<file path="src/rtl/psr_pkg.sv">
// Package: shared encodings, the compact status record and packing helpers
// for the status register bank. Assumes a 32-bit architectural word.
package psr_pkg;
    localparam int DATA_W = 32;
    localparam int MODE_W = 5;
    localparam int N_BANK = 5;

    // Architectural bit positions
    localparam int POS_N = 31;
    localparam int POS_Z = 30;
    localparam int POS_C = 29;
    localparam int POS_V = 28;
    localparam int POS_Q = 27;
    localparam int POS_I = 7;
    localparam int POS_F = 6;
    localparam int POS_T = 5;

    // Mode codes
    localparam logic [MODE_W-1:0] M_USR = 5'b10000;
    localparam logic [MODE_W-1:0] M_FIQ = 5'b10001;
    localparam logic [MODE_W-1:0] M_IRQ = 5'b10010;
    localparam logic [MODE_W-1:0] M_SVC = 5'b10011;
    localparam logic [MODE_W-1:0] M_ABT = 5'b10111;
    localparam logic [MODE_W-1:0] M_UND = 5'b11011;
    localparam logic [MODE_W-1:0] M_SYS = 5'b11111;

    // Saved-slot index of each exception mode
    localparam int BK_FIQ = 0;
    localparam int BK_IRQ = 1;
    localparam int BK_SVC = 2;
    localparam int BK_ABT = 3;
    localparam int BK_UND = 4;

    typedef enum logic [2:0] {
        MI_USR = 3'd0,
        MI_FIQ = 3'd1,
        MI_IRQ = 3'd2,
        MI_SVC = 3'd3,
        MI_ABT = 3'd4,
        MI_UND = 3'd5,
        MI_SYS = 3'd6,
        MI_BAD = 3'd7
    } mode_idx_e;

    // Only the implemented bits are stored
    typedef struct packed {
        logic              n;
        logic              z;
        logic              c;
        logic              v;
        logic              q;
        logic              i;
        logic              f;
        logic              t;
        logic [MODE_W-1:0] m;
    } psr_t;

    localparam int PSR_W = $bits(psr_t);

    localparam psr_t PSR_RESET = '{n: 1'b0, z: 1'b0, c: 1'b0, v: 1'b0, q: 1'b0,
                                   i: 1'b1, f: 1'b1, t: 1'b0, m: M_SVC};

    // Expand the compact record to the architectural word
    function automatic logic [DATA_W-1:0] psr_word(psr_t p);
        logic [DATA_W-1:0] w;
        w            = '0;
        w[POS_N]     = p.n;
        w[POS_Z]     = p.z;
        w[POS_C]     = p.c;
        w[POS_V]     = p.v;
        w[POS_Q]     = p.q;
        w[POS_I]     = p.i;
        w[POS_F]     = p.f;
        w[POS_T]     = p.t;
        w[MODE_W-1:0] = p.m;
        return w;
    endfunction

    // Mask of the stored bits in the architectural word
    localparam logic [DATA_W-1:0] USED_MASK = 32'hF800_00FF;
endpackage

</file>
<file path="src/rtl/psr_mode_dec.sv">
// Mode decoder: turns a 5-bit mode code into an index, a one-hot saved-slot
// select, and legal / banked / privileged indications.
// Assumes: any code outside the seven legal codes is reported as MI_BAD.
module psr_mode_dec
    import psr_pkg::*;
(
    input  logic [MODE_W-1:0] mode,
    output mode_idx_e         idx,
    output logic [N_BANK-1:0] bank_oh,
    output logic              legal,
    output logic              banked,
    output logic              priv
);
    // Decode the code into an index and a saved-slot select
    always_comb begin
        idx     = MI_BAD;
        bank_oh = '0;
        case (mode)
            M_USR: idx = MI_USR;
            M_SYS: idx = MI_SYS;
            M_FIQ: begin idx = MI_FIQ; bank_oh[BK_FIQ] = 1'b1; end
            M_IRQ: begin idx = MI_IRQ; bank_oh[BK_IRQ] = 1'b1; end
            M_SVC: begin idx = MI_SVC; bank_oh[BK_SVC] = 1'b1; end
            M_ABT: begin idx = MI_ABT; bank_oh[BK_ABT] = 1'b1; end
            M_UND: begin idx = MI_UND; bank_oh[BK_UND] = 1'b1; end
            default: idx = MI_BAD;
        endcase
    end

    // Summary flags derived from the decoded index
    always_comb begin
        legal  = (idx != MI_BAD);
        banked = |bank_oh;
        priv   = legal && (idx != MI_USR);
    end
endmodule

</file>
<file path="src/rtl/psr_save_bank.sv">
// Saved status slots: one register per exception mode, written by a one-hot
// select and read through a one-hot select (zero when no slot is selected).
// Assumes: at most one write select and one read select are high at a time.
module psr_save_bank #(
    parameter int N_SLOT = 5,
    parameter int W      = 13
) (
    input  logic              clk,
    input  logic              rst_n,
    input  logic [N_SLOT-1:0] wr_oh,
    input  logic [W-1:0]      wr_val,
    input  logic [N_SLOT-1:0] rd_oh,
    output logic [W-1:0]      rd_val
);
    logic [W-1:0] slot_q [N_SLOT];

    // Clear every slot at reset, load the selected slot on a write
    always_ff @(posedge clk) begin
        for (int j = 0; j < N_SLOT; j++) begin
            if (!rst_n)
                slot_q[j] <= '0;
            else if (wr_oh[j])
                slot_q[j] <= wr_val;
        end
    end

    // OR-combine the selected slot onto the read port
    always_comb begin
        rd_val = '0;
        for (int j = 0; j < N_SLOT; j++)
            if (rd_oh[j]) rd_val = rd_val | slot_q[j];
    end


    wr_onehot_chk: assert property (@(posedge clk) disable iff (!rst_n)
        $onehot0(wr_oh));

    rd_onehot_chk: assert property (@(posedge clk) disable iff (!rst_n)
        $onehot0(rd_oh));
endmodule

</file>
<file path="src/rtl/psr_next.sv">
// Next-state selector for the live status record. It applies exactly one of
// entry, return, software write or flag update, in that priority order.
// Assumes: decoder outputs for the current, target and written modes are valid.
module psr_next
    import psr_pkg::*;
(
    input  psr_t              cur,
    input  logic              cur_banked,
    input  logic              cur_priv,
    input  psr_t              saved,
    input  logic              exc_req,
    input  logic [MODE_W-1:0] exc_mode,
    input  logic              tgt_banked,
    input  logic              ret_req,
    input  logic              sw_we,
    input  logic [DATA_W-1:0] sw_data,
    input  logic [1:0]        sw_fmask,
    input  logic              wr_legal,
    input  logic              alu_we,
    input  logic [3:0]        alu_nzcv,
    output psr_t              nxt,
    output logic              entry_go,
    output logic              ret_bad
);
    // An entry request only counts when its target owns a saved slot
    always_comb entry_go = exc_req && tgt_banked;

    // Pick the single winning operation and form the next record
    always_comb begin
        nxt     = cur;
        ret_bad = 1'b0;
        if (entry_go) begin
            nxt.m = exc_mode;
            nxt.i = 1'b1;
            nxt.t = 1'b0;
            if (exc_mode == M_FIQ) nxt.f = 1'b1;
        end else if (ret_req) begin
            if (cur_banked) nxt = saved;
            else            ret_bad = 1'b1;
        end else if (sw_we) begin
            if (sw_fmask[1]) begin
                nxt.n = sw_data[POS_N];
                nxt.z = sw_data[POS_Z];
                nxt.c = sw_data[POS_C];
                nxt.v = sw_data[POS_V];
                nxt.q = sw_data[POS_Q];
            end
            if (sw_fmask[0] && cur_priv && wr_legal) begin
                nxt.i = sw_data[POS_I];
                nxt.f = sw_data[POS_F];
                nxt.t = sw_data[POS_T];
                nxt.m = sw_data[MODE_W-1:0];
            end
        end else if (alu_we) begin
            {nxt.n, nxt.z, nxt.c, nxt.v} = alu_nzcv;
        end
    end
endmodule

</file>
<file path="src/rtl/psr_bank.sv">
// Status register bank top: live status record, five saved slots, mode
// decoding and the return error pulse.
// Assumes: synchronous active-low reset held for at least one clock edge.
module psr_bank
    import psr_pkg::*;
(
    input  logic              clk,
    input  logic              rst_n,
    input  logic              exc_req,
    input  logic [4:0]        exc_mode,
    input  logic              ret_req,
    input  logic              sw_we,
    input  logic [31:0]       sw_data,
    input  logic [1:0]        sw_fmask,
    input  logic              alu_we,
    input  logic [3:0]        alu_nzcv,
    output logic [31:0]       cpsr,
    output logic [31:0]       spsr,
    output logic [2:0]        mode_idx,
    output logic              priv,
    output logic              ret_err
);
    psr_t              live_q;
    psr_t              live_d;
    psr_t              saved_rd;
    logic [PSR_W-1:0]  saved_bits;
    logic [N_BANK-1:0] save_oh;
    logic              entry_go;
    logic              ret_bad;

    mode_idx_e         cur_idx,    tgt_idx,    wr_idx;
    logic [N_BANK-1:0] cur_oh,     tgt_oh,     wr_oh;
    logic              cur_legal,  tgt_legal,  wr_legal;
    logic              cur_banked, tgt_banked, wr_banked;
    logic              cur_priv,   tgt_priv,   wr_priv;

    psr_mode_dec u_cur_dec (
        .mode(live_q.m), .idx(cur_idx), .bank_oh(cur_oh),
        .legal(cur_legal), .banked(cur_banked), .priv(cur_priv)
    );
    psr_mode_dec u_tgt_dec (
        .mode(exc_mode), .idx(tgt_idx), .bank_oh(tgt_oh),
        .legal(tgt_legal), .banked(tgt_banked), .priv(tgt_priv)
    );
    psr_mode_dec u_wr_dec (
        .mode(sw_data[MODE_W-1:0]), .idx(wr_idx), .bank_oh(wr_oh),
        .legal(wr_legal), .banked(wr_banked), .priv(wr_priv)
    );

    psr_next u_next (
        .cur(live_q), .cur_banked(cur_banked), .cur_priv(cur_priv),
        .saved(saved_rd), .exc_req(exc_req), .exc_mode(exc_mode),
        .tgt_banked(tgt_banked), .ret_req(ret_req), .sw_we(sw_we),
        .sw_data(sw_data), .sw_fmask(sw_fmask), .wr_legal(wr_legal),
        .alu_we(alu_we), .alu_nzcv(alu_nzcv), .nxt(live_d),
        .entry_go(entry_go), .ret_bad(ret_bad)
    );

    // Write the entry target's slot only on an accepted entry
    always_comb save_oh = entry_go ? tgt_oh : '0;

    psr_save_bank #(.N_SLOT(N_BANK), .W(PSR_W)) u_bank (
        .clk(clk), .rst_n(rst_n), .wr_oh(save_oh), .wr_val(live_q),
        .rd_oh(cur_oh), .rd_val(saved_bits)
    );

    // Reinterpret the raw slot bits as a status record
    always_comb saved_rd = psr_t'(saved_bits);

    // Live status record and error pulse registers
    always_ff @(posedge clk) begin
        if (!rst_n) begin
            live_q  <= PSR_RESET;
            ret_err <= 1'b0;
        end else begin
            live_q  <= live_d;
            ret_err <= ret_bad;
        end
    end

    // Drive the architectural views
    always_comb begin
        cpsr     = psr_word(live_q);
        spsr     = psr_word(saved_rd);
        mode_idx = cur_idx;
        priv     = cur_priv;
    end


    reserved_zero_chk: assert property (@(posedge clk) disable iff (!rst_n)
        ((cpsr & ~USED_MASK) == '0) && ((spsr & ~USED_MASK) == '0));

    entry_mode_chk: assert property (@(posedge clk) disable iff (!rst_n)
        (exc_req && tgt_banked) |=> (cpsr[4:0] == $past(exc_mode)) && cpsr[POS_I]
            && !cpsr[POS_T] && (cpsr[31:27] == $past(cpsr[31:27])));

    entry_save_chk: assert property (@(posedge clk) disable iff (!rst_n)
        (exc_req && tgt_banked) |=> (spsr == $past(cpsr)));

    entry_fiq_chk: assert property (@(posedge clk) disable iff (!rst_n)
        (exc_req && exc_mode == M_FIQ) |=> cpsr[POS_F]);

    entry_ignore_chk: assert property (@(posedge clk) disable iff (!rst_n)
        (exc_req && !tgt_banked && !ret_req && !sw_we && !alu_we) |=> $stable(cpsr));

    return_chk: assert property (@(posedge clk) disable iff (!rst_n)
        (ret_req && !entry_go && cur_banked) |=> (cpsr == $past(spsr)));

    ret_err_chk: assert property (@(posedge clk) disable iff (!rst_n)
        (ret_req && !entry_go && !cur_banked) |=> (ret_err && $stable(cpsr)));

    ret_err_cause_chk: assert property (@(posedge clk) disable iff (!rst_n)
        $rose(ret_err) |-> $past(ret_req));

    user_ctrl_chk: assert property (@(posedge clk) disable iff (!rst_n)
        (!priv && sw_we && !entry_go && !ret_req) |=> (cpsr[7:0] == $past(cpsr[7:0])));

    alu_flag_chk: assert property (@(posedge clk) disable iff (!rst_n)
        (alu_we && !exc_req && !ret_req && !sw_we) |=>
            (cpsr[31:28] == $past(alu_nzcv)) && (cpsr[27:0] == $past(cpsr[27:0])));
endmodule

</file>
<file path="config.mk">
export PLATFORM = sky130hd
export DESIGN_NAME = psr_bank
export DESIGN_NICKNAME = d
export VERILOG_FILES = /design/src/rtl/psr_pkg.sv /design/src/rtl/psr_mode_dec.sv /design/src/rtl/psr_save_bank.sv /design/src/rtl/psr_next.sv /design/src/rtl/psr_bank.sv
export SDC_FILE = /design/constraint.sdc
export NUM_CORES = 1
export LEC_CHECK = 0
export CORE_ASPECT_RATIO = 1.2
export CORE_UTILIZATION = 45
export CTS_CLUSTER_DIAMETER = 120
export DETAILED_ROUTE_END_ITERATION = 7
export MAX_ROUTING_LAYER = met4
export PLACE_DENSITY = 0.81
export SLEW_MARGIN = 40
export SYNTH_ARGS = -nofsm -noshare
export SYNTH_HDL_FRONTEND = slang
export SYNTH_SLANG_ARGS = --single-unit
</file>
<file path="constraint.sdc">
create_clock -name clk -period 1.9 [get_ports clk]
set_clock_uncertainty 0.15 [all_clocks]
set_input_delay 0.38 -clock clk [delete_from_list [all_inputs] [get_ports clk]]
set_output_delay 0.38 -clock clk [all_outputs]
set_load 0.03 [all_outputs]
</file>
=== After elaboration in Yosys (flattened, before gate mapping) ===
Memory sizes are Yosys's and may differ from the RTL's.
Cells that the tools add are included.

* Register bits after elaboration: 14
* Bits in latches: 0
* Bits in writable memories: 65
* ROM bits: 0
* Bits of input ports: 49
* Output and inout bits: 69
* Word-level logic and storage cells: 117
* Memories kept: 1

* $add $sub $neg: 0
* $mul: 0
* Divide/modulo/power cells: 0
* Order comparisons: 0
* Equal/unequal tests: 25
* Shifts and indexed selects: 0
* Mux-type cells: 49
* Bitwise logic cells: 12
* Reduce and logical (&&, ||, !) cells: 20

{| class="wikitable"
|+ Memories
! memory !! words !! bits a word !! rd ports !! clocked after Yosys merged registers in !! wr ports !! line !! source
|-
| u_bank.slot_q || 5 || 13 || 5 || 0 || 5 || psr_save_bank.sv:15 || <nowiki>logic [W-1:0] slot_q [N_SLOT];</nowiki>
|}

{| class="wikitable"
|+ Operators with widths
! operator !! number
|-
| 13-bit 2-to-1 mux || 12
|-
| 5-bit equality test (second input constant) || 19
|-
| 13-bit OR || 4
|-
| 3-bit one-hot mux with 7 select lines || 2
|-
| 1-bit 2-to-1 mux || 28
|-
| 4-bit AND reduction || 3
|-
| 3-bit nonzero test || 4
|-
| 5-bit 2-to-1 mux || 2
|-
| 5-bit OR reduction || 2
|-
| 9-bit 2-to-1 mux || 1
|-
| 4-bit 2-to-1 mux || 2
|-
| 8-bit 2-to-1 mux || 1
|-
| 7-bit 2-to-1 mux || 1
|-
| 3-bit != test (second input constant) || 2
|-
| 3-bit AND reduction || 2
|-
| 2-bit nonzero test || 3
|-
| 1-bit OR || 5
|-
| 1-bit logical AND || 4
|-
| 2-bit by 1-bit != test with 1-bit output (second input constant) || 2
|-
| 3-bit by 1-bit != test with 1-bit output (second input constant) || 1
|-
| 3-bit by 2-bit != test with 1-bit output (second input constant) || 1
|-
| 1-bit inverter || 3
|-
| 3-bit OR reduction || 1
|-
| 2-bit OR reduction || 1
|}

=== Logic depth before layout (Yosys ltp) ===
* Depth after elaboration: 14
* Depth in mapped cells: 8
* Gate-level depth less buffers: 6

=== By module ===
A second synthesis with hierarchy kept.

* Cell total of the unflattened synthesis: 447
* Area, all modules: 4714.5 um^2

{| class="wikitable"
|+ Modules (own cells, without submodules)
! module !! times used !! cells an instance !! area each (um^2) !! seq. area each (um^2)
|-
| psr_save_bank || 1 || 191 || 2755.1 || 1951.9
|-
| psr_next || 1 || 99 || 699.4 || 0.0
|-
| psr_bank || 1 || 73 || 696.9 || 280.3
|-
| psr_mode_dec || 3 || 28 || 187.7 || 0.0
|}

=== Least setup slack after synthesis ===
Ideal clock, no wire load.

* Path type: register -> register
* From: register live_q (netlist bit cpsr[3])
* To: register live_q (netlist bit cpsr[5])
* Library setup time: 0.122 ns
* Arrival time: 1.990 ns
* Required time: 1.628 ns
* Path slack: -0.363 ns
* Stages on the path, launching flop included: 9
* Buffers on the path: 3
* Clock period less this slack: 2.263 ns
* Cell sequence: dfxtp_1 -> buf_6 -> and3b_2 -> buf_2 -> buf_2 -> nand3_1 -> nand4_1 -> o2111ai_1 -> a21oi_1

* Longest elaborated chain between the ends: 13
* Elaborated cells between the ends (all ways): 33
* Those cells by class: 9 x eq/ne; 13 x mux; 4 x bitwise; 7 x reduce/logical

{| class="wikitable"
|+ RTL lines
! item !! line !! source
|-
| from (decl) || psr_bank.sv:23 || <nowiki>psr_t live_q;</nowiki>
|-
| from (signal assigned) || psr_bank.sv:76 || <nowiki>live_q <= live_d;</nowiki>
|-
| 5-bit equality test || psr_mode_dec.sv:18 || <nowiki>case (mode)</nowiki>
|-
| 1-bit 2-to-1 mux || psr_mode_dec.sv:18 ||
|-
| 13-bit 2-to-1 mux || psr_save_bank.sv:31 || <nowiki>if (rd_oh[j]) rd_val = rd_val | slot_q[j];</nowiki>
|-
| 13-bit OR || psr_save_bank.sv:31 ||
|-
| 13-bit 2-to-1 mux || psr_save_bank.sv:31 ||
|-
| 13-bit OR || psr_save_bank.sv:31 ||
|-
| 13-bit 2-to-1 mux || psr_save_bank.sv:31 ||
|-
| 13-bit OR || psr_save_bank.sv:31 ||
|-
| 13-bit 2-to-1 mux || psr_save_bank.sv:31 ||
|-
| 13-bit OR || psr_save_bank.sv:31 ||
|-
| 13-bit 2-to-1 mux * || psr_save_bank.sv:31 ||
|-
| net spsr[5] || psr_bank.sv:18 || <nowiki>output logic [31:0] spsr,</nowiki>
|-
| 13-bit 2-to-1 mux * || psr_next.sv:38 || <nowiki>if (cur_banked) nxt = saved;</nowiki>
|-
| 13-bit 2-to-1 mux * || psr_next.sv:37 || <nowiki>end else if (ret_req) begin</nowiki>
|}

The timed path passes the listed nets; every way through them passes the cells marked *. The select of a mux whose other input is x is not followed.
A chain may end at the register's enable or synchronous reset.

=== Worst setup path in the final report ===
* From: register live_q (netlist bit cpsr[0])
* To: output port spsr[2]

* Longest elaborated chain between the ends: 11
* Elaborated cells between the ends (all ways): 19
* Those cells by class: 5 x eq/ne; 10 x mux; 4 x bitwise

{| class="wikitable"
|+ RTL lines
! item !! line
|-
| 5-bit equality test || psr_mode_dec.sv:18
|-
| 1-bit 2-to-1 mux || psr_mode_dec.sv:18
|-
| 13-bit 2-to-1 mux || psr_save_bank.sv:31
|-
| 13-bit OR || psr_save_bank.sv:31
|-
| 13-bit 2-to-1 mux || psr_save_bank.sv:31
|-
| 13-bit OR || psr_save_bank.sv:31
|-
| 13-bit 2-to-1 mux || psr_save_bank.sv:31
|-
| 13-bit OR || psr_save_bank.sv:31
|-
| 13-bit 2-to-1 mux || psr_save_bank.sv:31
|-
| 13-bit OR || psr_save_bank.sv:31
|-
| 13-bit 2-to-1 mux * || psr_save_bank.sv:31
|-
| to (decl) || psr_bank.sv:18
|}

Every way passes the cells marked *; elsewhere a longest branch is shown, timed or not.

==> flow_metrics.env <==
export IMPL_antenna_found_initial=0
export IMPL_vdd_ir_drop_max_mv=0.520
export IMPL_power_per_cell_area_mw_per_mm2=871
export IMPL_portBuffers=60
export IMPL_hold_violations=0
export IMPL_dp_hpwl_um=9420
export IMPL_grt_overflow_total=0
export IMPL_cp_max_fo=8
export IMPL_synthToLayoutAreaGrowth_pct=51.5
export IMPL_dp_cells=659
export IMPL_worst_hold_path_type="flip-flop to flip-flop"
export IMPL_cts_clk_slew_worst_paths_ns=0.06
export IMPL_htree_levels=3
export IMPL_critPathBufInv=3
export IMPL_p_leak_nw=2.97
export IMPL_initial_utilization_pct=46.8
export IMPL_ant_nets=0
export IMPL_syn_area_mm2=0.00450
export IMPL_n_fill_cell=599
export IMPL_synthCells=426
export IMPL_cts_buffer_depth=2
export IMPL_grtUsageTotal_pct=29.2
export IMPL_crit_required_ns=1.37
export IMPL_synth_edf_count=65
export IMPL_fin_hold_ws_ns=0.494
export IMPL_yosysUniqueCellTypes=57
export IMPL_critPathLaunchType="flip-flop"
export IMPL_ys_warn_count=0
export IMPL_slew_viol_final=0
export IMPL_layout_drive_gt1_share_pct=41.3
export IMPL_cts_root_buf="clkbuf_16"
export IMPL_vias=4297
export IMPL_place_congestion=0.921
export IMPL_first_global_vias=4084
export IMPL_cts_tree="built"
export IMPL_synth_top_area_cell="edfxtp_1"
export IMPL_crit_top_cell="buf_6"
export IMPL_cp_data_arrival_time_ns=1.80
export IMPL_ys_ff_latch=79
export IMPL_yosysMostFrequentCell="edfxtp_1"
export IMPL_rsz0062_at_grt="true"
export IMPL_cts_made_buffers=9
export IMPL_core_mm2=0.00961
export IMPL_wirelength_um=16300
export IMPL_timing_slew_headroom_pct=67.6
export IMPL_finalCritPeriodShare_pct=123
export IMPL_die_area_mm2=0.0104
export IMPL_critPathKind="flip-flop to output port"
export IMPL_cp_top_family="buffers and inverters"
export IMPL_cts_sinks=79
export IMPL_ys_seq_area_share_pct=49.6
export IMPL_ys_flop_type="edfxtp_1"
export IMPL_first_pass_iters=5
export IMPL_max_stage_delay_ns=0.38
export IMPL_status="complete, but fails checks"
export IMPL_synth_common_cells="edfxtp_1, and2_1, buf_4"
export IMPL_fin_cells=716
export IMPL_worst_path_max_delay_cell="dfxtp_4"
export IMPL_synthTopCellsByArea="edfxtp_1, buf_4, and2_1"
export IMPL_drt_iter0_drc=547
export IMPL_period_needed_ns=2.33
export IMPL_routed_via_density=6.00
export IMPL_grt_max_degree=18
export IMPL_grt_pass1_wl_um=21900
export IMPL_synthArstFlopShare_pct=0
export IMPL_violations="setup timing"
export IMPL_finalSetupViolations=30
export IMPL_die_x_um=93.3
export IMPL_insertion_delay_ns=0.35
export IMPL_rows=39
export IMPL_netlist_area_leader_share_pct=43.3
export IMPL_wl_per_cell_um=22.7
export IMPL_layout_setup_ws_ns=-0.428
export IMPL_end_kind="output port"
export IMPL_syn_avg_cell_area_um2=10.6
export IMPL_worst_pin_slew_ns=0.473
export IMPL_diodes=0
export IMPL_drv_cap=0
export IMPL_worstPathCellList="buf_6, and4b_2, buf_6, a32oi_2, nand3_2, buf_6"
export IMPL_die_h_um=112
export IMPL_drc=0
export IMPL_fmax_mhz=430
export IMPL_io_pins=118
export IMPL_nets=637
power breakdown:
group / internal (mW) / switching (mW)
clock: 1.19 / 0.688
combinational: 0.888 / 1.14
sequential: 1.96 / 0.0766
metal layers:
layer  track usage, %  vias to the layer above  routed length, µm
li1                 -                     1820                  -
met3             6.49                       88               1460
met1             32.4                     2070               5440
met2             47.0                      319               8230
met5                -                        -                  0
met4             19.0                        0               1130
final cells by class:
type	instances	area [µm²]	share of cell area (%)
Tap cell	123	154	2.26
Timing Repair Buffer	183	1760	25.8
Clock inverter	3	67.6	0.990
Clock buffer	13	250	3.67
Inverter	7	27.5	0.403
Multi-Input combinational cell	308	2310	33.9
Sequential cell	79	2250	33.0
placed cells by master (no fill, tap or decap), drive strengths merged, types with 5 or more instances in the layout:
master | Yosys | final
buf | 53 | 139
edfxtp | 65 | 65
and2 | 48 | 48
conb | 1 | 38
nand3 | 37 | 37
clkdlybuf4s50 | 0 | 28
nand2 | 20 | 20
and3b | 17 | 19
nor2 | 19 | 19
and3 | 16 | 16
clkbuf | 18 | 15
o21ai | 15 | 15
dfxtp | 14 | 14
nand4 | 11 | 11
a21oi | 10 | 10
nor3 | 8 | 8
mux2i | 8 | 8
dlygate4sd2 | 0 | 7
a32oi | 6 | 6
inv | 6 | 6
mux2 | 6 | 6
o211ai | 5 | 5
dlymetal6s2s | 0 | 5
a41oi | 5 | 5
kinds of logic (layout without fill, tap and decap cells):
family | after synthesis | count (layout) | share of synthesized area [%]
and+or+nand+nor | 191 | 193 | 25.1
DFF | 79 | 79 | 49.6
buffers and inverters | 78 | 206 | 12.0
AOI/OAI and AO/OA | 62 | 62 | 9.75
muxes | 14 | 14 | 3.28
adders and majority gates | 1 | 1 | 0.250
other | 1 | 38 | 0.0833
timing repair:
action,CTS,global route
pin swaps,23,33
endpoints found under the setup margin,65,56
gates resized for setup,86,77
buffers inserted,15,21
hold endpoints to repair,0,0
hold buffers,0,0
cloned,4,2
worst reg2reg max path, stage by stage (launching register included):
cell	delay [ns]
dfxtp_4	0.41
buf_6	0.15
nand2b_1	0.17
a21oi_2	0.10
buf_4	0.15
o311a_4	0.37
buf_6	0.16
o211ai_1	0.22
o211ai_1	0.12
sequential cells by signal, indices dropped and copies added, names as in the netlist:
signal and count:
cpsr 13, u_bank.slot_q 65, ret_err 1
per-stage QoR:
step                      util (%)  power, mW  TNS (ns)  instance area [µm²]  setup WS (ns)
after floorplan                  -       2.97    -0.448                 4750         -0.128
after global placement        58.3       3.48    -29.70                 5600         -0.362
after detailed placement      58.3       3.51    -37.15                 5600         -0.502
after CTS                     66.1       5.60     -5.05                 6350         -0.360
after global routing          71.0       6.09     -8.13                 6820         -0.458
final                         71.0       5.94     -7.18                 6820         -0.428
final timing paths:
check / startpoint / to / slack [ns] / cells after the start
hold / removal: cpsr[30] / cpsr[30] / 0.49 / 3
hold reg to reg: cpsr[30] / cpsr[30] / 0.49 / 3
setup reg to reg: cpsr[1] / cpsr[1] / -0.22 / 8
setup / recovery: cpsr[0] / spsr[2] / -0.43 / 6
No activity file was read; power rests on OpenSTA's default activity.
